$ cat src/rtl/pxu_pkg.sv
package pxu_pkg;

    typedef enum logic [1:0] {
        FLT_OK     = 2'd0,
        FLT_LEN    = 2'd1,
        FLT_ABSENT = 2'd2,
        FLT_PROT   = 2'd3
    } fault_e;

    typedef enum logic [2:0] {
        ST_IDLE,
        ST_BOUND,
        ST_FETCH,
        ST_JUDGE,
        ST_STORE,
        ST_REPLY
    } xl_state_e;

    // entry status bit positions (entry word is 32 bits)
    localparam int ENT_PRESENT = 31;
    localparam int ENT_RDONLY  = 30;
    localparam int ENT_REFD    = 29;
    localparam int ENT_WRTN    = 28;

endpackage

$ cat src/rtl/pxu_cfg.sv
module pxu_cfg #(
    parameter int ADDR_W = 32
) (
    input  logic              clk,
    input  logic              rst_n,
    input  logic              cfg_we,
    input  logic              cfg_sel,
    input  logic [ADDR_W-1:0] cfg_wdata,
    output logic [ADDR_W-1:0] tbl_base,
    output logic [ADDR_W-1:0] tbl_len
);

    always_ff @(posedge clk or negedge rst_n) begin
        if (!rst_n) begin
            tbl_base <= '0;
            tbl_len  <= '0;
        end else if (cfg_we) begin
            if (cfg_sel) tbl_len  <= cfg_wdata;
            else         tbl_base <= cfg_wdata;
        end
    end

endmodule

$ cat src/rtl/pxu_judge.sv
module pxu_judge
    import pxu_pkg::*;
#(
    parameter int DATA_W  = 32,
    parameter int FRAME_W = 23,
    parameter int OFS_W   = 9,
    localparam int PA_W   = FRAME_W + OFS_W
) (
    input  logic [DATA_W-1:0] entry_i,
    input  logic              wr_i,
    input  logic [OFS_W-1:0]  ofs_i,
    output fault_e            fault_o,
    output logic [DATA_W-1:0] entry_o,
    output logic              change_o,
    output logic [PA_W-1:0]   paddr_o
);

    logic present, rdonly;
    logic [DATA_W-1:0] set_mask;

    assign present = entry_i[ENT_PRESENT];
    assign rdonly  = entry_i[ENT_RDONLY];

    always_comb begin
        set_mask = '0;
        set_mask[ENT_REFD] = 1'b1;
        set_mask[ENT_WRTN] = wr_i;
    end

    always_comb begin
        if (!present) begin
            fault_o = FLT_ABSENT;
            entry_o = entry_i;
        end else if (wr_i && rdonly) begin
            fault_o = FLT_PROT;
            entry_o = entry_i;
        end else begin
            fault_o = FLT_OK;
            entry_o = entry_i | set_mask;
        end
    end

    assign change_o = (entry_o != entry_i);
    assign paddr_o  = {entry_i[FRAME_W-1:0], ofs_i};

endmodule

$ cat src/rtl/pxu_ctrl.sv
module pxu_ctrl
    import pxu_pkg::*;
#(
    parameter int VA_W    = 32,
    parameter int OFS_W   = 9,
    parameter int ADDR_W  = 32,
    parameter int DATA_W  = 32,
    parameter int PA_W    = 32,
    localparam int VPN_W  = VA_W - OFS_W
) (
    input  logic              clk,
    input  logic              rst_n,
    input  logic              req_valid,
    input  logic              req_write,
    input  logic [VA_W-1:0]   req_vaddr,
    output logic              req_ready,
    output logic              rsp_valid,
    output logic [PA_W-1:0]   rsp_paddr,
    output logic [1:0]        rsp_fault,
    output logic              mem_req,
    output logic              mem_we,
    output logic [ADDR_W-1:0] mem_addr,
    output logic [DATA_W-1:0] mem_wdata,
    input  logic              mem_ack,
    input  logic [DATA_W-1:0] mem_rdata,
    input  logic [ADDR_W-1:0] tbl_base,
    input  logic [ADDR_W-1:0] tbl_len,
    output logic [DATA_W-1:0] ent_q,
    output logic              wr_q,
    output logic [OFS_W-1:0]  ofs_q,
    input  fault_e            jdg_fault,
    input  logic [DATA_W-1:0] jdg_entry,
    input  logic              jdg_change,
    input  logic [PA_W-1:0]   jdg_paddr
);

    xl_state_e state_q, state_d;

    logic [VPN_W-1:0]  vpn_q;
    logic [DATA_W-1:0] upd_q;
    fault_e            flt_q;
    logic [PA_W-1:0]   pa_q;
    logic [ADDR_W-1:0] vpn_ext;
    logic              out_of_range;

    assign vpn_ext      = ADDR_W'(vpn_q);
    assign out_of_range = (vpn_ext >= tbl_len);

    // state register
    always_ff @(posedge clk or negedge rst_n) begin
        if (!rst_n) state_q <= ST_IDLE;
        else        state_q <= state_d;
    end

    // next state
    always_comb begin
        state_d = state_q;
        unique case (state_q)
            ST_IDLE:  if (req_valid) state_d = ST_BOUND;
            ST_BOUND: state_d = out_of_range ? ST_REPLY : ST_FETCH;
            ST_FETCH: if (mem_ack) state_d = ST_JUDGE;
            ST_JUDGE: begin
                if (jdg_fault == FLT_OK && jdg_change) state_d = ST_STORE;
                else                                   state_d = ST_REPLY;
            end
            ST_STORE: if (mem_ack) state_d = ST_REPLY;
            ST_REPLY: state_d = ST_IDLE;
            default:  state_d = ST_IDLE;
        endcase
    end

    // datapath registers
    always_ff @(posedge clk or negedge rst_n) begin
        if (!rst_n) begin
            vpn_q <= '0;
            ofs_q <= '0;
            wr_q  <= 1'b0;
            ent_q <= '0;
            upd_q <= '0;
            flt_q <= FLT_OK;
            pa_q  <= '0;
        end else begin
            unique case (state_q)
                ST_IDLE: if (req_valid) begin
                    vpn_q <= req_vaddr[VA_W-1:OFS_W];
                    ofs_q <= req_vaddr[OFS_W-1:0];
                    wr_q  <= req_write;
                end
                ST_BOUND: if (out_of_range) begin
                    flt_q <= FLT_LEN;
                    pa_q  <= '0;
                end
                ST_FETCH: if (mem_ack) ent_q <= mem_rdata;
                ST_JUDGE: begin
                    flt_q <= jdg_fault;
                    pa_q  <= (jdg_fault == FLT_OK) ? jdg_paddr : '0;
                    upd_q <= jdg_entry;
                end
                default: ;
            endcase
        end
    end

    // outputs
    always_comb begin
        req_ready = 1'b0;
        rsp_valid = 1'b0;
        mem_req   = 1'b0;
        mem_we    = 1'b0;
        unique case (state_q)
            ST_IDLE:  req_ready = 1'b1;
            ST_FETCH: mem_req   = 1'b1;
            ST_STORE: begin
                mem_req = 1'b1;
                mem_we  = 1'b1;
            end
            ST_REPLY: rsp_valid = 1'b1;
            default: ;
        endcase
    end

    assign mem_addr  = tbl_base + vpn_ext;
    assign mem_wdata = upd_q;
    assign rsp_paddr = pa_q;
    assign rsp_fault = flt_q;

    // one response per request, a single cycle wide
    p_reply_pulse_r8: assert property (@(posedge clk) disable iff (!rst_n)
        rsp_valid |=> !rsp_valid);

    // memory access held steady until acknowledged
    p_mem_hold_r9: assert property (@(posedge clk) disable iff (!rst_n)
        (mem_req && !mem_ack) |=> (mem_req && $stable(mem_addr)
                                   && $stable(mem_we) && $stable(mem_wdata)));

    // out-of-range page goes straight to the reply, no memory cycle
    p_len_quiet_r2: assert property (@(posedge clk) disable iff (!rst_n)
        (state_q == ST_BOUND && out_of_range) |=> (!mem_req && rsp_valid
                                                   && rsp_fault == FLT_LEN));

    // a store always carries a changed entry
    p_store_changes_r7: assert property (@(posedge clk) disable iff (!rst_n)
        (mem_req && mem_we) |-> (mem_wdata != ent_q));

    // protection outcome only for write requests
    p_prot_write_r5: assert property (@(posedge clk) disable iff (!rst_n)
        (rsp_valid && rsp_fault == FLT_PROT) |-> wr_q);

    // no new request while a response is outstanding
    p_busy_r10: assert property (@(posedge clk) disable iff (!rst_n)
        rsp_valid |-> !req_ready);

endmodule

$ cat src/rtl/page_xlate.sv
module page_xlate
    import pxu_pkg::*;
#(
    parameter int VA_W    = 32,
    parameter int OFS_W   = 9,
    parameter int FRAME_W = 23,
    parameter int ADDR_W  = 32,
    parameter int DATA_W  = 32,
    localparam int PA_W   = FRAME_W + OFS_W
) (
    input  logic              clk,
    input  logic              rst_n,
    input  logic              cfg_we,
    input  logic              cfg_sel,
    input  logic [ADDR_W-1:0] cfg_wdata,
    input  logic              req_valid,
    input  logic              req_write,
    input  logic [VA_W-1:0]   req_vaddr,
    output logic              req_ready,
    output logic              rsp_valid,
    output logic [PA_W-1:0]   rsp_paddr,
    output logic [1:0]        rsp_fault,
    output logic              mem_req,
    output logic              mem_we,
    output logic [ADDR_W-1:0] mem_addr,
    output logic [DATA_W-1:0] mem_wdata,
    input  logic              mem_ack,
    input  logic [DATA_W-1:0] mem_rdata
);

    logic [ADDR_W-1:0] tbl_base, tbl_len;
    logic [DATA_W-1:0] ent_q, jdg_entry;
    logic              wr_q, jdg_change;
    logic [OFS_W-1:0]  ofs_q;
    fault_e            jdg_fault;
    logic [PA_W-1:0]   jdg_paddr;

    pxu_cfg #(.ADDR_W(ADDR_W)) u_cfg (
        .clk       (clk),
        .rst_n     (rst_n),
        .cfg_we    (cfg_we),
        .cfg_sel   (cfg_sel),
        .cfg_wdata (cfg_wdata),
        .tbl_base  (tbl_base),
        .tbl_len   (tbl_len)
    );

    pxu_judge #(
        .DATA_W  (DATA_W),
        .FRAME_W (FRAME_W),
        .OFS_W   (OFS_W)
    ) u_judge (
        .entry_i  (ent_q),
        .wr_i     (wr_q),
        .ofs_i    (ofs_q),
        .fault_o  (jdg_fault),
        .entry_o  (jdg_entry),
        .change_o (jdg_change),
        .paddr_o  (jdg_paddr)
    );

    pxu_ctrl #(
        .VA_W   (VA_W),
        .OFS_W  (OFS_W),
        .ADDR_W (ADDR_W),
        .DATA_W (DATA_W),
        .PA_W   (PA_W)
    ) u_ctrl (
        .clk        (clk),
        .rst_n      (rst_n),
        .req_valid  (req_valid),
        .req_write  (req_write),
        .req_vaddr  (req_vaddr),
        .req_ready  (req_ready),
        .rsp_valid  (rsp_valid),
        .rsp_paddr  (rsp_paddr),
        .rsp_fault  (rsp_fault),
        .mem_req    (mem_req),
        .mem_we     (mem_we),
        .mem_addr   (mem_addr),
        .mem_wdata  (mem_wdata),
        .mem_ack    (mem_ack),
        .mem_rdata  (mem_rdata),
        .tbl_base   (tbl_base),
        .tbl_len    (tbl_len),
        .ent_q      (ent_q),
        .wr_q       (wr_q),
        .ofs_q      (ofs_q),
        .jdg_fault  (jdg_fault),
        .jdg_entry  (jdg_entry),
        .jdg_change (jdg_change),
        .jdg_paddr  (jdg_paddr)
    );

endmodule

$ cat config.mk
export PLATFORM = sky130hd
export DESIGN_NAME = page_xlate
export DESIGN_NICKNAME = d
export VERILOG_FILES = /design/src/rtl/pxu_pkg.sv /design/src/rtl/pxu_cfg.sv /design/src/rtl/pxu_judge.sv /design/src/rtl/pxu_ctrl.sv /design/src/rtl/page_xlate.sv
export SDC_FILE = /design/constraint.sdc
export NUM_CORES = 1
export LEC_CHECK = 0
export CAP_MARGIN = 25
export CORE_ASPECT_RATIO = 2
export CORE_MARGIN = 1
export CORE_UTILIZATION = 52
export DETAILED_ROUTE_END_ITERATION = 10
export PLACE_DENSITY = 0.79
export SYNTH_ARGS = -nofsm -noshare
export SYNTH_HDL_FRONTEND = slang
export SYNTH_HIERARCHICAL = 1
export SYNTH_SLANG_ARGS = --single-unit
export TNS_END_PERCENT = 5
$ cat constraint.sdc
create_clock -name clk -period 2.95 [get_ports clk]
set_input_delay 0.7375 -clock clk [delete_from_list [all_inputs] [get_ports clk]]
set_output_delay 0.7375 -clock clk [all_outputs]
set_load 0.05 [all_outputs]
---- Yosys cells after proc, flatten, opt, wreduce, memory -nomap -nowiden ----
Cells that the tools add are included.
storage, ports and cells
  latch bits .............................. 0
  bits in registers ....................... 198
  memories ................................ 0
  memory bits (read-only) ................. 0
  bits of input ports ..................... 103
  logic and storage cells ................. 55
  output and inout bits ................... 102
  bits in writable memories ............... 0
cells by class
  eq/ne operators ......................... 10
  bitwise operators ....................... 2
  $add $sub $neg .......................... 1
  divide/modulo/power cells ............... 0
  reduce and logical (&&, ||, !) cells .... 12
  shifts and indexed selects .............. 0
  order comparisons ....................... 1
  multiply operators ...................... 0
  mux-type cells .......................... 19
operators by type and width
  cell                                                                   count
  32-bit 2-to-1 mux                                                      4
  32-bit case mux with 2 select lines                                    1
  32-bit by 23-bit adder with 32-bit output                              1
  23-bit by 32-bit >= comparator with 1-bit output                       1
  32-bit != test                                                         1
  32-bit by 30-bit OR with 32-bit output                                 1
  3-bit case mux with 5 select lines                                     1
  3-bit 2-to-1 mux                                                       4
  2-bit AND reduction                                                    5
  3-bit by 2-bit equality test with 1-bit output, second input constant  2
  3-bit equality test, second input constant                             2
  2-bit 2-to-1 mux                                                       3
  2-bit != test, second input constant                                   3
  1-bit 2-to-1 mux                                                       5
  2-bit case mux with 2 select lines                                     1
  3-bit by 1-bit equality test with 1-bit output, second input constant  1
  3-bit zero test                                                        1
  3-bit AND reduction                                                    1
  1-bit logical AND                                                      2
  2-bit zero test                                                        1
  2-bit by 1-bit != test with 1-bit output, second input constant        1
  2-bit nonzero test                                                     1
  2-bit OR reduction                                                     1
  1-bit inverter                                                         1

---- Logic depth before layout (Yosys ltp) ----
  depth in word-level cells ............... 7
  depth in mapped cells ................... 9

---- Hierarchy ----
Netlist, hierarchy kept.
by module, submodules not included
  module     cells an instance  area each (sq um)  instances
  pxu_ctrl   702                7302.0             1
  pxu_cfg    137                2426.1             1
  pxu_judge  69                 521.8              1

---- Worst setup path before layout ----
Ideal clock, no wire load.
  path kind ............................... register to output
  start point ............................. register u_cfg.tbl_base[0]
  end point ............................... output mem_addr[20]
  path slack .............................. -0.450 ns
  stages on the path, launching flop included .. 10
  data required time ...................... 2.213 ns
  arrival time ............................ 2.662 ns
  cells stage by stage .................... dfrtp_1 > ha_1 > inv_1 > fa_1 > nand2b_1 > a21oi_1 > o21ai_1 > and3_1 > o31ai_1 > xor2_1
between the ends
  cells in the longest elaborated chain, start to end .. 1
ends and longest elaborated chain
  item                                       line              RTL
  from (decl)                                pxu_cfg.sv:9      output logic [ADDR_W-1:0] tbl_base,
  from (signal assigned)                     pxu_cfg.sv:19     else tbl_base <= cfg_wdata;
  32-bit by 23-bit adder with 32-bit output  pxu_ctrl.sv:122   assign mem_addr = tbl_base + vpn_ext;
  to (decl)                                  page_xlate.sv:25  output logic [ADDR_W-1:0] mem_addr,
No other way between the ends.

---- Worst setup path after layout ----
  start point ............................. register u_ctrl.vpn_q[0]
  end point ............................... output mem_addr[10]
between the ends
  cells in the longest elaborated chain, start to end .. 1
ends and longest elaborated chain
  item                                       line             RTL
  from (decl)                                pxu_ctrl.sv:39   logic [VPN_W-1:0] vpn_q;
  from (signal assigned)                     pxu_ctrl.sv:85   vpn_q <= req_vaddr[VA_W-1:OFS_W];
  32-bit by 23-bit adder with 32-bit output  pxu_ctrl.sv:122
No other way between the ends.

==> summary by stage <==
Yosys
After synthesis, the largest area contributor takes up 48.34% of total cell area. Synthesis instantiated 71 different standard cells from the library. By area, the combinational part of the netlist is dominated by multiplexers. The number of warnings reported in the yosys synthesis log is 6. Summing the sequential cell areas from Yosys gives 48.34% of the chip area. The simple-gate share of the synthesized area is 10.11%. The commonest cells after synthesis are sky130_fd_sc_hd__dfrtp_1 (198), sky130_fd_sc_hd__nand2_1 (134), sky130_fd_sc_hd__mux2_2 (119).

A synthesized cell averages 11.29 um2. Of all cell types, the one taking the most synthesized area is sky130_fd_sc_hd__dfrtp_1. After Yosys synthesis, full adders, half adders and majority gates account for 5.811% of the synthesized area. Of the total synthesized cell area, the portion taken by XOR and XNOR cells is 2.051%. Synthesis produced a netlist with a net count of 1058.

The compound-cell area share of the yosys netlist is 11.28%. The post-synthesis async set-or-reset flop share is 100.0%. Synthesis produced 908 cells. The total of flip-flops plus latches after synthesis is 198. The multiplexer fraction of the synthesized cell area is 14.54%. The synthesized design contains 0 enable-type register cells. The summed instance area of the synthesized netlist is 0.01025 mm2. The cell with the most instances after synthesis is sky130_fd_sc_hd__dfrtp_1. In the post-synthesis netlist, the biggest area contributors are sky130_fd_sc_hd__dfrtp_1 (48%), sky130_fd_sc_hd__mux2_2 (13%), sky130_fd_sc_hd__ha_1 (5.6%).

The most common flop cell mapped by yosys is sky130_fd_sc_hd__dfrtp_1.

Die
The starting density of the core is 53.17%. Measured along the x axis, the die boundary spans 101.3 um. The placeable core area is 0.01928 mm2. The floorplan step set the die height to 200.6 um.

The number of placed I/O pins is 205. After floorplanning, the core was divided into 72 placement rows. The die covers 0.02031 mm2.

Detailed routing
The first TritonRoute pass finished after 5 iterations. The routed layout has 7668 vias. The routed wire length is 26.18 mm. The post-detailed-route via-to-cell ratio is 5.458.

For this block, the initial DRC count from the detailed router was 221. Once detail routing completed, the nets flagged for antenna violations numbered 0. The routed length per instance is 18.64 um. For this run, design rule violations remaining after detail routing come to 0.

Clock tree
The H-tree was split into 4 levels. The insertion delay of the later-clocked pin in the worst-skew pair is 0.44 ns. The tree is rooted in a sky130_fd_sc_hd__clkbuf_16. The maximum number of buffers from clock root to sink is 2. The clock tree from TritonCTS is yes. Clock-pin slew was measured on the worst setup and hold paths at 0.07 ns. The total clock buffers created by CTS is 17. The number of clock sinks seen by CTS is 198.

Run status
The flow ran to the end, but the final reports show violations. The final reports fail on negative setup slack.

STA
The shortest period the worst path allows is 3.592 ns. Setup repair after global routing could not meet its margin everywhere. The worst path uses 121.7% of the clock period. The relative slew slack is 63.60%. Across all setup checks in the final design, the least slack found is -0.6415 ns. The final max-slew violation count is 0. The number of setup violations in the final report is 28. The final-report hold violation count is 0. The largest clock skew in the final design is 0.008064 ns. At the pin with the least slew margin, the transition time is 0.5443 ns. The tightest hold path in the finished design has a slack of 0.1986 ns. For this run, the top clock speed supported by timing is 278.4 MHz.

Worst setup path
The startpoint identified for the worst register-to-register timing path is u_ctrl/vpn_q[15]. The classification of the worst setup path is reg2out. Tracing the worst setup path back leads to its startpoint at u_ctrl/vpn_q[0]. Along the worst path, the maximum fanout reaches 3. The endpoint kind of the worst setup timing path is a primary output.

The worst reg2reg path endpoint is u_ctrl/rsp_paddr[26]. STA classifies the critical path startpoint as a flip-flop. The arrival time reported for the critical path endpoint is 2.85 ns. Counting cells, the worst reg-to-reg path comes to 10. Setup slack on the worst reg-to-reg path comes out at 0.19 ns.

Following the worst setup path forward leads to its endpoint at mem_addr[10]. The endpoint required time on the critical path is 2.21 ns.

Global routing
The number of global-route vias before repair is 8262. The first-pass GRT wire length is 41.59 mm. Global routing finished with a remaining overflow of 0.

Entering global routing, the biggest net connects 66 pins. The global-route usage over all layers is 27.02%. The initial antenna violation count is 1.

Finish
Once layout is complete, the utilization of the core stands at 73.36%. The area overhead of the layout relative to synthesis is 37.98%. The number of non-filler instances in the completed layout is 1405. The share of cells above drive strength 1 is 32.05%.

After filler insertion, the fill cell instance count of the layout stands at 1353. The post-layout net count is 1282.

Place
The count of placed standard cells including taps is 1368. In this run the tool buffered the top-level ports with 204 buffer cells. The placer's final routability congestion estimate is 0.9321. The sum of net half-perimeters after detailed placement is 19.42 mm.

Job
The number of max-cap violations is 0.

Min path
The class of the most critical hold timing path is in2async.
worst max-delay path: stages, from the launching register on:
cell and delay [ns]:
sky130_fd_sc_hd__dfrtp_1 0.36, sky130_fd_sc_hd__ha_2 0.21, sky130_fd_sc_hd__inv_2 0.05, sky130_fd_sc_hd__fa_2 0.40
sky130_fd_sc_hd__nand2b_4 0.17, sky130_fd_sc_hd__a21oi_4 0.17, sky130_fd_sc_hd__buf_6 0.14, sky130_fd_sc_hd__o211ai_1 0.10
sky130_fd_sc_hd__o21bai_1 0.28, sky130_fd_sc_hd__xor2_1 0.31, sky130_fd_sc_hd__clkbuf_16 0.23
cell type report:
class                   instances  area, um2  area share (%)
inverters                      33      123.9          0.8759
diodes                          1      2.502         0.01769
flip-flops and latches        198       4955           35.03
clock inverters                15      210.2           1.486
multi-input cells             577       4920           34.79
repair buffers                305       3182           22.50
well taps                     259      324.1           2.291
clock buffers                  17      425.4           3.008
per-layer routing:
layer	routed length (um)	GRT usage (%)
met1	8994	27.72
met2	15070	51.07
met3	1064	4.109
met4	1053	13.72
met5	0	0
sequential cells by signal (all words and copies together) (netlist names):
| register | cells |
|---|---|
| u_ctrl/rsp_fault | 2 |
| u_ctrl/ofs_q | 9 |
| u_ctrl/mem_wdata | 32 |
| u_ctrl/vpn_q | 23 |
| u_ctrl/rsp_paddr | 32 |
| u_ctrl/state_q | 3 |
| u_ctrl/wr_q | 1 |
| u_ctrl/ent_q | 32 |
| u_cfg/tbl_base | 32 |
| u_cfg/tbl_len | 32 |
cell usage in the layout, fill, tap and decap left out, drive strengths merged, types with 2 or more instances in the layout:
cell,Yosys,routed
dfrtp,198,198
clkdlybuf4s50,0,171
nand2,134,134
buf,87,131
mux2,127,127
ha,46,46
inv,33,39
a21oi,39,39
a22o,33,33
clkbuf,13,19
nor2,17,17
nand3,15,15
xor2,13,13
o21ai,12,12
xnor2,11,11
a21o,10,10
nand2b,10,10
o211ai,8,8
nand4,8,8
nor3,8,8
o21a,7,7
o31ai,7,7
nor4,6,6
and2,6,6
a2111oi,5,5
and3,5,5
nor2b,5,5
clkinv,0,5
a31oi,4,4
a211oi,4,4
bufinv,0,3
a211o,3,3
mux2i,3,3
or3,3,3
a21boi,3,3
o21bai,2,2
o22a,2,2
or2,2,2
o2111ai,2,2
nor3b,2,2
per-stage QoR:
stage	setup TNS, ns	setup WS [ns]	instance area (um2)
floorplan	-2.341	-0.2133	10350
global placement	-1.591	-0.1718	13130
detailed placement	-2.533	-0.2516	13130
CTS	-12.10	-0.5749	14060
global route	-15.37	-0.7128	14140
finish	-12.78	-0.6415	14140
kinds of logic after synthesis:
| group | Yosys count |
|---|---|
| buf+inv | 133 |
| flops | 198 |
| simple gates | 226 |
| compound gates | 150 |
| fa+ha+maj | 47 |
| xor+xnor | 24 |
| mux | 130 |
worst min-delay path by stage:
stage                          start                    to  slack (ns)  depth (start not counted)
global placement    u_ctrl/ent_q[24]  u_ctrl/mem_wdata[24]        0.44                          2
floorplan                      rst_n     u_cfg/tbl_base[0]        0.44                          0
detailed placement  u_ctrl/ent_q[27]  u_ctrl/mem_wdata[27]        0.45                          2
global route                   rst_n       u_ctrl/vpn_q[6]        0.20                          1
CTS                            rst_n      u_cfg/tbl_len[6]        0.19                          1
finish                         rst_n       u_ctrl/vpn_q[6]        0.20                          1
repair_timing:
item | CTS | global route
endpoints found under the setup margin | 28 | 29
hold buffers | 0 | 0
setup buffers | 1 | 3
pin swaps | 18 | 18
resized for setup | 47 | 13
Power is left out: the tool's default activity adds up to more than one toggle a clock period on the data nets, which glitch-free logic cannot reach.
